**config.mk**
```make
export PLATFORM = sky130hd
export DESIGN_NAME = hazard_unit
export DESIGN_NICKNAME = d
export VERILOG_FILES = /design/src/rtl/hzu_pkg.sv /design/src/rtl/opnd_bypass_sel.sv /design/src/rtl/load_use_detect.sv /design/src/rtl/pipe_flow_ctrl.sv /design/src/rtl/hazard_unit.sv
export SDC_FILE = /design/constraint.sdc
export NUM_CORES = 1
export LEC_CHECK = 0
export BUFFER_PORTS_ARGS = -buffer_cell sky130_fd_sc_hd__buf_4
export CORE_AREA = 2 2 39 41
export DETAILED_ROUTE_END_ITERATION = 8
export DIE_AREA = 0 0 41 43
export PLACE_DENSITY = 0.91
export SLEW_MARGIN = 25
export SYNTH_ARGS = -nofsm -noshare
export SYNTH_HDL_FRONTEND = slang
export SYNTH_SLANG_ARGS = --single-unit
```
**constraint.sdc**
```tcl
create_clock -name vclk -period 3.85
set_input_delay 0.77 -clock vclk [all_inputs]
set_output_delay 0.77 -clock vclk [all_outputs]
set_load 0.02 [all_outputs]
```
**src/rtl/hzu_pkg.sv**
```systemverilog
// Shared types for the hazard controller.
package hzu_pkg;
    // Source chosen for an execute operand; 2'b11 is unused.
    typedef enum logic [1:0] {
        SRC_REGFILE = 2'b00,
        SRC_WB      = 2'b01,
        SRC_MEM     = 2'b10
    } opnd_src_e;
endpackage

```
**src/rtl/opnd_bypass_sel.sv**
```systemverilog
// Chooses the source of one execute operand.
// Assumes: index zero is the constant-zero register and is never produced.
module opnd_bypass_sel
    import hzu_pkg::*;
#(
    parameter int AW = 5
) (
    input  logic          clk,
    input  logic          rst_n,
    input  logic [AW-1:0] src,
    input  logic [AW-1:0] mem_dst,
    input  logic          mem_wr,
    input  logic [AW-1:0] wb_dst,
    input  logic          wb_wr,
    output opnd_src_e     sel
);
    localparam logic [AW-1:0] ZERO_IDX = '0;

    logic src_live;
    logic mem_hit;
    logic wb_hit;

    // Qualify each stage's match: write enabled, same index, not index zero.
    always_comb begin
        src_live = (src != ZERO_IDX);
        mem_hit  = src_live && mem_wr && (mem_dst == src);
        wb_hit   = src_live && wb_wr  && (wb_dst  == src);
    end

    // Priority pick: youngest producer (memory) before write-back before regfile.
    always_comb begin
        if (mem_hit)     sel = SRC_MEM;
        else if (wb_hit) sel = SRC_WB;
        else             sel = SRC_REGFILE;
    end

    // a bypass select implies a live producer at that stage.
    p_mem_has_producer_r1: assert property (@(posedge clk) disable iff (!rst_n)
        (sel == SRC_MEM) |-> (mem_wr && mem_dst == src));
    p_wb_has_producer_r2: assert property (@(posedge clk) disable iff (!rst_n)
        (sel == SRC_WB) |-> (wb_wr && wb_dst == src && !(mem_wr && mem_dst == src)));
    p_zero_from_rf_r4: assert property (@(posedge clk) disable iff (!rst_n)
        (src == ZERO_IDX) |-> (sel == SRC_REGFILE));
endmodule

```
**src/rtl/load_use_detect.sv**
```systemverilog
// Flags a decode instruction that reads the destination of a load in execute.
// Assumes: the load data first becomes bypassable from write-back.
module load_use_detect #(
    parameter int AW = 5
) (
    input  logic          clk,
    input  logic          rst_n,
    input  logic [AW-1:0] id_src1,
    input  logic [AW-1:0] id_src2,
    input  logic [AW-1:0] ex_dst,
    input  logic          ex_wr,
    input  logic          ex_load,
    output logic          hit
);
    localparam logic [AW-1:0] ZERO_IDX = '0;

    logic producing;

    // A load that really writes a nonzero register and a decode source equal to it.
    always_comb begin
        producing = ex_load && ex_wr && (ex_dst != ZERO_IDX);
        hit       = producing && ((id_src1 == ex_dst) || (id_src2 == ex_dst));
    end

    p_only_loads_r7: assert property (@(posedge clk) disable iff (!rst_n)
        hit |-> ex_load);
    p_no_zero_hit_r8: assert property (@(posedge clk) disable iff (!rst_n)
        hit |-> (ex_dst != ZERO_IDX && ex_wr));
endmodule

```
**src/rtl/pipe_flow_ctrl.sv**
```systemverilog
// Turns load-use and taken-branch events into hold, bubble and flush controls.
// Assumes: a branch resolves in execute, so both younger slots are wrong-path.
module pipe_flow_ctrl (
    input  logic clk,
    input  logic rst_n,
    input  logic br_taken,
    input  logic load_hit,
    output logic hold_fetch,
    output logic hold_decode,
    output logic ex_bubble,
    output logic flush_fetch,
    output logic flush_decode
);
    logic do_hold;

    // A flush wins over a hold: the held instruction is wrong-path anyway.
    always_comb begin
        do_hold      = load_hit && !br_taken;
        hold_fetch   = do_hold;
        hold_decode  = do_hold;
        ex_bubble    = do_hold;
        flush_fetch  = br_taken;
        flush_decode = br_taken;
    end

    p_flush_beats_hold_r9: assert property (@(posedge clk) disable iff (!rst_n)
        br_taken |-> (!hold_fetch && !hold_decode && !ex_bubble && flush_fetch && flush_decode));
    p_quiet_flush_r10: assert property (@(posedge clk) disable iff (!rst_n)
        !br_taken |-> (!flush_fetch && !flush_decode));
endmodule

```
**src/rtl/hazard_unit.sv**
```systemverilog
// Hazard controller for a five-stage integer pipeline: operand bypass selects,
// load-use hold with execute bubble, and branch flush.
// Assumes: purely combinational; clk/rst_n only clock the embedded checks.
module hazard_unit
    import hzu_pkg::*;
#(
    parameter int REG_ADDR_W = 5
) (
    input  logic                  clk,
    input  logic                  rst_n,
    input  logic [REG_ADDR_W-1:0] id_src1,
    input  logic [REG_ADDR_W-1:0] id_src2,
    input  logic [REG_ADDR_W-1:0] ex_src1,
    input  logic [REG_ADDR_W-1:0] ex_src2,
    input  logic [REG_ADDR_W-1:0] ex_dst,
    input  logic                  ex_wr,
    input  logic                  ex_load,
    input  logic [REG_ADDR_W-1:0] mem_dst,
    input  logic                  mem_wr,
    input  logic [REG_ADDR_W-1:0] wb_dst,
    input  logic                  wb_wr,
    input  logic                  br_taken,
    output logic [1:0]            opa_sel,
    output logic [1:0]            opb_sel,
    output logic                  hold_fetch,
    output logic                  hold_decode,
    output logic                  ex_bubble,
    output logic                  flush_fetch,
    output logic                  flush_decode
);
    localparam int NUM_OPND = 2;

    logic [REG_ADDR_W-1:0] opnd_src [NUM_OPND];
    opnd_src_e             opnd_sel [NUM_OPND];
    logic                  load_hit;

    // Gather the execute source indices so each operand gets an identical selector.
    always_comb begin
        opnd_src[0] = ex_src1;
        opnd_src[1] = ex_src2;
    end

    for (genvar g = 0; g < NUM_OPND; g++) begin : g_opnd
        opnd_bypass_sel #(.AW(REG_ADDR_W)) u_sel (
            .clk     (clk),
            .rst_n   (rst_n),
            .src     (opnd_src[g]),
            .mem_dst (mem_dst),
            .mem_wr  (mem_wr),
            .wb_dst  (wb_dst),
            .wb_wr   (wb_wr),
            .sel     (opnd_sel[g])
        );
    end

    assign opa_sel = opnd_sel[0];
    assign opb_sel = opnd_sel[1];

    load_use_detect #(.AW(REG_ADDR_W)) u_luse (
        .clk     (clk),
        .rst_n   (rst_n),
        .id_src1 (id_src1),
        .id_src2 (id_src2),
        .ex_dst  (ex_dst),
        .ex_wr   (ex_wr),
        .ex_load (ex_load),
        .hit     (load_hit)
    );

    pipe_flow_ctrl u_flow (
        .clk          (clk),
        .rst_n        (rst_n),
        .br_taken     (br_taken),
        .load_hit     (load_hit),
        .hold_fetch   (hold_fetch),
        .hold_decode  (hold_decode),
        .ex_bubble    (ex_bubble),
        .flush_fetch  (flush_fetch),
        .flush_decode (flush_decode)
    );

    p_no_code3_r12: assert property (@(posedge clk) disable iff (!rst_n)
        (opa_sel != 2'b11) && (opb_sel != 2'b11));
    p_hold_together_r6: assert property (@(posedge clk) disable iff (!rst_n)
        (hold_fetch == hold_decode) && (hold_decode == ex_bubble));
    p_hold_not_flush_r9: assert property (@(posedge clk) disable iff (!rst_n)
        !(hold_fetch && flush_fetch));
endmodule

```
Word level (Yosys, flattened, before mapping). Index checks and enable logic that the tools add are counted.

Bits in registers: 0. Input bits: 42.

Equal/unequal tests: 6. Muxes and demuxes: 4. Reduce and logical (&&, ||, !) cells: 17.

Operators by type and width (number): equality test 5 bit (6); nonzero test 5 bit (3); logical AND 1 bit (12); two-way mux 2 bit (2); two-way mux 1 bit (2); zero test 1 bit (1); logical OR 1 bit (1).

Logic depth before layout (Yosys ltp). Gate-level depths: netlist (run 1).

Depth in word-level cells: 5. Gate-level depth with buffers: 5. Mapped depth without buffers: 4.

By module. From an unflattened synthesis (run 1), not the netlist that was laid out.

Cell total of the unflattened synthesis: 60. Area total of the unflattened synthesis: 469.2 um2.

Modules (own cells, without submodules): opnd_bypass_sel (instances 2, cells an instance 19, area an instance 146.4 um2, sequential area each 0.0 um2); load_use_detect (instances 1, cells an instance 17, area an instance 132.6 um2, sequential area each 0.0 um2); pipe_flow_ctrl (instances 1, cells an instance 5, area an instance 43.8 um2, sequential area each 0.0 um2).

Worst setup path before layout (run 1). Ideal clock, no wire load.

Path type: input to output. Start: input ex_src1[0]. End: output opa_sel[0]. Arrival time: 1.969 ns. Data required time: 3.080 ns. Path slack: 1.111 ns. Stages on the path: 4. Buffers on the path: 0. Path through: or4_4 -> nor2_4 -> nor4_2 -> nor4_2.

RTL lines: start: declaration (RTL line hazard_unit.sv:13) `input logic [REG_ADDR_W-1:0] ex_src1,`; nonzero test 5 bit (RTL line opnd_bypass_sel.sv:25) `src_live = (src != ZERO_IDX);`; logical AND 1 bit (RTL line opnd_bypass_sel.sv:26) `mem_hit = src_live && mem_wr && (mem_dst == src);`; logical AND 1 bit (*) (RTL line opnd_bypass_sel.sv:26); named net g_opnd[0].u_sel.mem_hit (RTL line opnd_bypass_sel.sv:20) `logic mem_hit;`; two-way mux 2 bit (*) (RTL line opnd_bypass_sel.sv:32) `if (mem_hit) sel = SRC_MEM;`; end: declaration (RTL line hazard_unit.sv:23) `output logic [1:0] opa_sel,`.

Mark *: on every way through the listed nets, which the timed path passes. The rest lies on a longest branch.

Worst setup path in the final report (run 1).
Start: input ex_src1[0]. End: output opa_sel[0].

Word-level cells in the longest chain between the ends: 5.

RTL lines: nonzero test 5 bit (RTL line opnd_bypass_sel.sv:25); logical AND 1 bit (2 in a row) (RTL line opnd_bypass_sel.sv:27) `wb_hit = src_live && wb_wr && (wb_dst == src);`; two-way mux 1 bit (RTL line opnd_bypass_sel.sv:33) `else if (wb_hit) sel = SRC_WB;`; two-way mux 2 bit (*) (RTL line opnd_bypass_sel.sv:32).

Every way passes the cells marked *; elsewhere a longest branch is shown, timed or not.

==> results of run 1 <==
-- through the flow --
stage                     setup slack (ns)  instances
final                                1.030        118
after CTS                            1.034        118
after global placement               1.059        118
after floorplan                      1.111         59
after detailed placement             1.035        118
after global routing                0.9849        118
-- report_power, final --
group | leakage [nW] | switching (W) | internal (W)
combinational | 0.353 | 0.0000356 | 0.0000504
sequential | 0 | 0 | 0
clock | 0 | 0 | 0
-- worst paths after layout --
| check | depth (start not counted) | endpoint | slack, ns | start |
|---|---|---|---|---|
| max | 6 | opa_sel[0] | 1.03 | ex_src1[0] |
| min | 2 | flush_decode | 1.76 | br_taken |
-- final cells by class --
| type | count | area share, % |
|---|---|---|
| Multi-Input combinational cell | 53 | 52.89 |
| Tap cell | 16 | 2.432 |
| Timing Repair Buffer | 49 | 44.68 |
-- placed cells by master (no fill, tap or decap) --
cell type / synthesis / routed
nand4_1: 4 / 4
or4_1: 1 / 1
xor2_1: 10 / 10
nor2_1: 1 / 1
nand2_1: 3 / 3
nor2_4: 2 / 2
a21oi_1: 1 / 1
nor3_1: 2 / 2
xnor2_1: 20 / 20
buf_4: 6 / 49
nand3_1: 2 / 2
or4_4: 2 / 2
o21ai_0: 1 / 1
nor4_2: 4 / 4
-- Yosys cell counts --
master    n
xnor2_1  20
xor2_1   10
buf_4     6
nand4_1   4
nor4_2    4
nand2_1   3
nand3_1   2
nor2_4    2
nor3_1    2
or4_4     2
a21oi_1   1
nor2_1    1
o21ai_0   1
or4_1     1
-- cell families (layout without fill, tap and decap cells) --
kind of cell           count (synthesis)  after routing
XOR/XNOR                              30             30
AO/OA/AOI/OAI                          2              2
AND/OR/NAND/NOR                       21             21
buffers and inverters                  6             49
-- layer usage --
metal / up-vias / part of all wire (%)
met2: 45 / 51
met3: 0 / 16
li1: 285 / -
met5: - / 0
met1: 250 / 33
met4: 0 / 0
==> summary.md, run 1 <==
| Metric | Value |
|---|---|
| Die area | around 0.0018 mm² |
| Register area share after synthesis | 0% |
| Footprint of the multi-input gates | about 440 µm² |
| Crit-path cells | buf_4 -> or4_4 -> nor2_4 -> nor4_2 -> nor4_2 -> buf_4 |
| Total global routing overflow | 0 |
| WL/cell | between 10 and 15 µm |
| Xor and xnor area share after synthesis | a little over half |
| Antenna cells | 0 |
| Outcome | finished clean |
| Setup_tns | 0 ns |
| Port Buffer Count | 49 |
| Max-Cap Viols | 0 |
| Initial antenna violation count | 0 |
| Met1 global-route usage | 15.51% |
| Die W | slightly above 40 µm |
| Met3 Resource Use GR | 2.094% |
| Worst-Margin Slew | 0.3035 ns |
| Crit path max-delay cell type | or4_4 |
| RSZ-0062 raised after global routing | false |
| Hold_ws | between 1.5 and 2 ns |
| Area after DPL | slightly above 800 µm² |
| Final Instance Area | between 800 and 900 µm² |
| Synthesized Nets | between 100 and 150 |
| CP Launch Type | input pin |
| First-pass GRT wire length | approximately 2.1 mm |
| Critical path peak fanout | 3 |
| Share of the synthesized area in the top cell type | ~36% |
| CP max stage delay | about 0.54 ns |
| Worst path required time | around 3.1 ns |
| Final Hold Fails | 0 |
| Main combinational cell family by area after synthesis | XOR/XNOR gates |
| Syn avg cell area | roughly 8 µm² |
| FF+latch count | 0 |
| Vias in the first global route | 537 |
| DRT iter0 DRCs | 4 |
| Mapped cell area | between 400 and 500 µm² |
| Post-synthesis compound-gate area fraction | 2.083% |
| Clkbuf count | 0 |
| Power, Total | between 0.00008 and 0.00009 W |
| Most area-consuming cells after synthesis | xnor2_1, xor2_1, nor4_2 |
| Period Utilization, post-route | between 70% and 80% |
| Layout cells sized above 1 | 55.88% |
| Die height | 43 µm |
| Fmax | 354.7 MHz |
| Final Net Count | 146 |
| Crit Path Class | in2out |
| Relative slew margins | 79.60% |
| Max-slew violations | 0 |
| GRT Resource Usage Total | approximately 16% |
| Initial core utilization | 34.72% |
| Vias per cell | ~4.9 |
| Mux cell area share after synthesis | 0% |
| Pin count of the biggest net entering global routing | 4 |
| Synth unique cells | 14 |
| Std cell rows | 14 |
| Worst path top cell family by delay | simple AND/OR/NAND/NOR gates |
| Setup Buffers After CTS | 0 |
| Leak Pwr | 0.3531 nW |
| Post-Synth Adder-Cell Area | 0% |
| Fin util | around three fifths |
| Num ports | 51 |
| Setup violators final | 0 |
| Area Overhead vs Synth | 71.35% |
| Hold Path Class | in2out |
| GPL Wtd Cong | 0.8249 |
| Post-CTS sizing | 0 |
| Final WL | 1.385 mm |
| Crit end category | output pin |
| Routed vias | 580 |
| Core area | ~0.0014 mm² |
| Post-DP HPWL | approximately 1.3 mm |
| Met2 Use GR | roughly a third |
| Synth Area in Simple Gates | around a third |
| Post-synth top area cell | xnor2_1 |
| Worst Path Buf+Inv | 2 |
| YS warnings | 0 |
| P per Cell Area | 104.4 mW/mm² |
| Mapped Cells | 59 |
| Fill cell count | roughly 120 |
| GRT Max-Usage Layer | met2 |
| Seq. cell area | 0 µm² |
| Arrival time worst endpoint | 2.05 ns |
| DRC | 0 |
| CTS hold repair buffers | 0 |
| Final ANT Viol Nets | 0 |
| Maximum resistive drop on vdd | 0.00004877 V |
| Min cycle time layout | ~2.8 ns |
| DR pass1 iterations | 3 |
Note: power is estimated with default switching activity, not from simulation.
==> inputs of run 2 (changes only) <==
--- a/config.mk
+++ b/config.mk
@@ -5,11 +5,12 @@
 export SDC_FILE = /design/constraint.sdc
 export NUM_CORES = 1
 export LEC_CHECK = 0
+export ABC_AREA = 1
 export BUFFER_PORTS_ARGS = -buffer_cell sky130_fd_sc_hd__buf_4
-export CORE_AREA = 2 2 39 41
+export CORE_ASPECT_RATIO = 1.1
+export CORE_UTILIZATION = 41
 export DETAILED_ROUTE_END_ITERATION = 8
-export DIE_AREA = 0 0 41 43
-export PLACE_DENSITY = 0.91
+export PLACE_DENSITY = 0.93
 export SLEW_MARGIN = 25
 export SYNTH_ARGS = -nofsm -noshare
 export SYNTH_HDL_FRONTEND = slang
==> constraint.sdc (replaced) <==
create_clock -name vclk -period 2.7
set_input_delay 0.54 -clock vclk [all_inputs]
set_output_delay 0.54 -clock vclk [all_outputs]
set_load 0.02 [all_outputs]
==> run 2 against run 1 <==
  * Hold slack lost 0.47 ns
  * Clock-buffer cell count is the same
  * Sequential share of layout area is the same
  * Synthesized area grew 28%
  * Setup slack lost 0.30 ns
  * Power grew 55%
  * Synthesized cell count grew 130%
  * First-iteration DRC count grew to 2.8 times the previous value
  * Highest routed layer is now met4
==> summary.md, run 2 <==
| Metric | Value |
|---|---|
| CTS hold repair buffers | 0 (unchanged) |
| Final Net Count | 222 (was 146) |
| Worst path required time | 2.16 ns (was 3.08 ns) |
| Most common cell after layout, fill and taps aside | buf_4 (unchanged) |
| Area Overhead vs Synth | 55.80% (was 71.35%) |
| Final ANT Viol Nets | 0 (unchanged) |
| Initial antenna violation count | 0 (unchanged) |
| Post-synth top cells | nand2_1, inv_1, nor2_1 (was xnor2_1, xor2_1, buf_4) |
| Final Hold Fails | 0 (unchanged) |
| Seq. cell area | 0 µm² (unchanged) |
| Fmax | about 510 MHz |
| Critical path peak fanout | 5 (was 3) |
| Initial core utilization | 44.39% (was 34.72%) |
| Die area | 0.001657 mm² (was 0.001763 mm²) |
| Post-synth top area cell | nand2_1 (was xnor2_1) |
| Syn avg cell area | 4.551 µm² (was 8.143 µm²) |
| GPL Wtd Cong | 0.8566 (was 0.8249) |
| Leak Pwr | 0.6081 nW (was 0.3531 nW) |
| DRT iter0 DRCs | 11 (was 4) |
| Die height | 42.60 µm (was 43 µm) |
| Routed vias | 943 (was 580) |
| CP Launch Type | input pin (unchanged) |
| Port Buffer Count | 49 (unchanged) |
| Setup_tns | 0 ns (unchanged) |
| Layout cells sized above 1 | 30.34% (was 55.88%) |
| Share of the synthesized area in the top cell type | 28.72% (was 36.46%) |
| Final WL | 1.790 mm (was 1.385 mm) |
| Mapped cell area | 614.3 µm² (was 480.5 µm²) |
| Antenna cells | 0 (unchanged) |
| Area after DPL | 957.2 µm² (was 823.3 µm²) |
| DRC | 0 (unchanged) |
| Synthesized Nets | 177 (was 101) |
| Synth unique cells | 15 (was 14) |
| Maximum resistive drop on vdd | 0.00006648 V (was 0.00004877 V) |
| Crit Path Class | in2out (unchanged) |
| WL/cell | 9.227 µm (was 11.74 µm) |
| Crit end category | output pin (unchanged) |
| Max-Cap Viols | 0 (unchanged) |
| Std cell rows | 14 (unchanged) |
| Post-DP HPWL | 1.650 mm (was 1.287 mm) |
| Vias per cell | 4.861 (was 4.915) |
| Post-Synth Adder-Cell Area | 0% (unchanged) |
| Most area-consuming cells after synthesis | nand2_1, inv_1, nor2_1 (was xnor2_1, xor2_1, nor4_2) |
| DR pass1 iterations | 4 (was 3) |
| Period Utilization, post-route | about three quarters |
| GRT Resource Usage Total | 21.57% (was 15.88%) |
| Hold Path Class | in2out (unchanged) |
| Register area share after synthesis | 0% (unchanged) |
| Mux cell area share after synthesis | 0% (unchanged) |
| Outcome | finished clean (unchanged) |
| P per Cell Area | 139.4 mW/mm² (was 104.4 mW/mm²) |
| Final Instance Area | 957.2 µm² (was 823.3 µm²) |
| Setup Buffers After CTS | 0 (unchanged) |
| Top-count cell post-synth | nand2_1 (was xnor2_1) |
| Setup violators final | 0 (unchanged) |
| Main combinational cell family by area after synthesis | simple AND/OR/NAND/NOR gates (was XOR/XNOR gates) |
| Num ports | 51 (unchanged) |
| Die W | 38.91 µm (was 41 µm) |
| Relative slew margins | 84.70% (was 79.60%) |
| FF+latch count | 0 (unchanged) |
| Mapped Cells | 135 (was 59) |
| Hold path depth | 2 (unchanged) |
| Clkbuf count | 0 (unchanged) |
| Commonest non-fill, non-tap cells in the layout | buf_4, nand2_1, inv_1, nor2_1, nand3_1 (was buf_4, xnor2_1, xor2_1, nand4_1, nor4_2) |
| Post-CTS sizing | 0 (unchanged) |
| YS warnings | 0 (unchanged) |
| Pin count of the biggest net entering global routing | 6 (was 4) |
| Fin util | 69.17% (was 59.49%) |
| Max-slew violations | 0 (unchanged) |
| First-pass GRT wire length | 2.684 mm (was 2.056 mm) |
| Vias in the first global route | 785 (was 537) |
| Core area | 0.001384 mm² (unchanged) |
| Total global routing overflow | 0 (unchanged) |
| Worst-Margin Slew | 0.2295 ns (was 0.3035 ns) |
| RSZ-0062 raised after global routing | false (unchanged) |
| Post-synthesis compound-gate area fraction | 8.350% (was 2.083%) |
| Min cycle time layout | a little under 2 ns |
| Arrival time worst endpoint | 1.43 ns (was 2.05 ns) |
| Xor and xnor area share after synthesis | 11.41% (was 54.69%) |
| Synth Area in Simple Gates | 55.19% (was 33.85%) |
-- run 2: cell families after synthesis --
logic type / after synthesis
compound gates: 9
xor+xnor: 8
buf+inv: 35
simple gates: 83
-- run 2: worst paths after layout --
| path | startpoint | endpoint | slack, ns |
|---|---|---|---|
| hold / removal | br_taken | flush_decode | 1.30 |
| setup / recovery | ex_dst[0] | ex_bubble | 0.73 |
-- run 2: final cells by class --
| class | count | area [µm²] |
|---|---|---|
| multi-input cells | 100 | 460.4 |
| inverters | 29 | 108.9 |
| fillers | 132 | 426.7 |
| well taps | 16 | 20.02 |
| repair buffers | 49 | 367.9 |
-- run 2: power breakdown --
part | internal [W] | leakage, nW | switching, W | total [W]
clock network | 0 | 0 | 0 | 0
logic | 0.0000705 | 0.608 | 0.0000630 | 0.000133
registers | 0 | 0 | 0 | 0
total | 0.0000705 | 0.608 | 0.0000630 | 0.000133
-- run 2: stage by stage --
stage	instances	hold WS [ns]	power (W)	setup WS, ns
detailed placement	194	1.297	0.0001334	0.7044
CTS	194	1.297	0.0001338	0.6993
global placement	194	1.296	0.0001291	0.7446
global route	194	1.308	0.0001471	0.6074
floorplan	135	1.193	0.00006464	0.6540
finish	194	1.296	0.0001334	0.7272
-- run 2: routing by layer --
| layer | vias up | share of wire [%] | track usage (%) | wire, µm |
|---|---|---|---|---|
| li1 | 483 | - | - | - |
| met1 | 403 | 34 | 17.95 | 605 |
| met5 | - | 0 | 0 | 0 |
| met4 | 0 | 1.0 | 3.448 | 18 |
| met2 | 55 | 53 | 46.67 | 940 |
| met3 | 2 | 13 | 4.255 | 226 |
-- run 2: critical path: stages --
cell     delay (ns)
buf_4          0.13
nor2_1         0.10
nor2_1         0.05
nor2_1         0.11
nand3_1        0.08
a21oi_1        0.24
buf_4          0.19
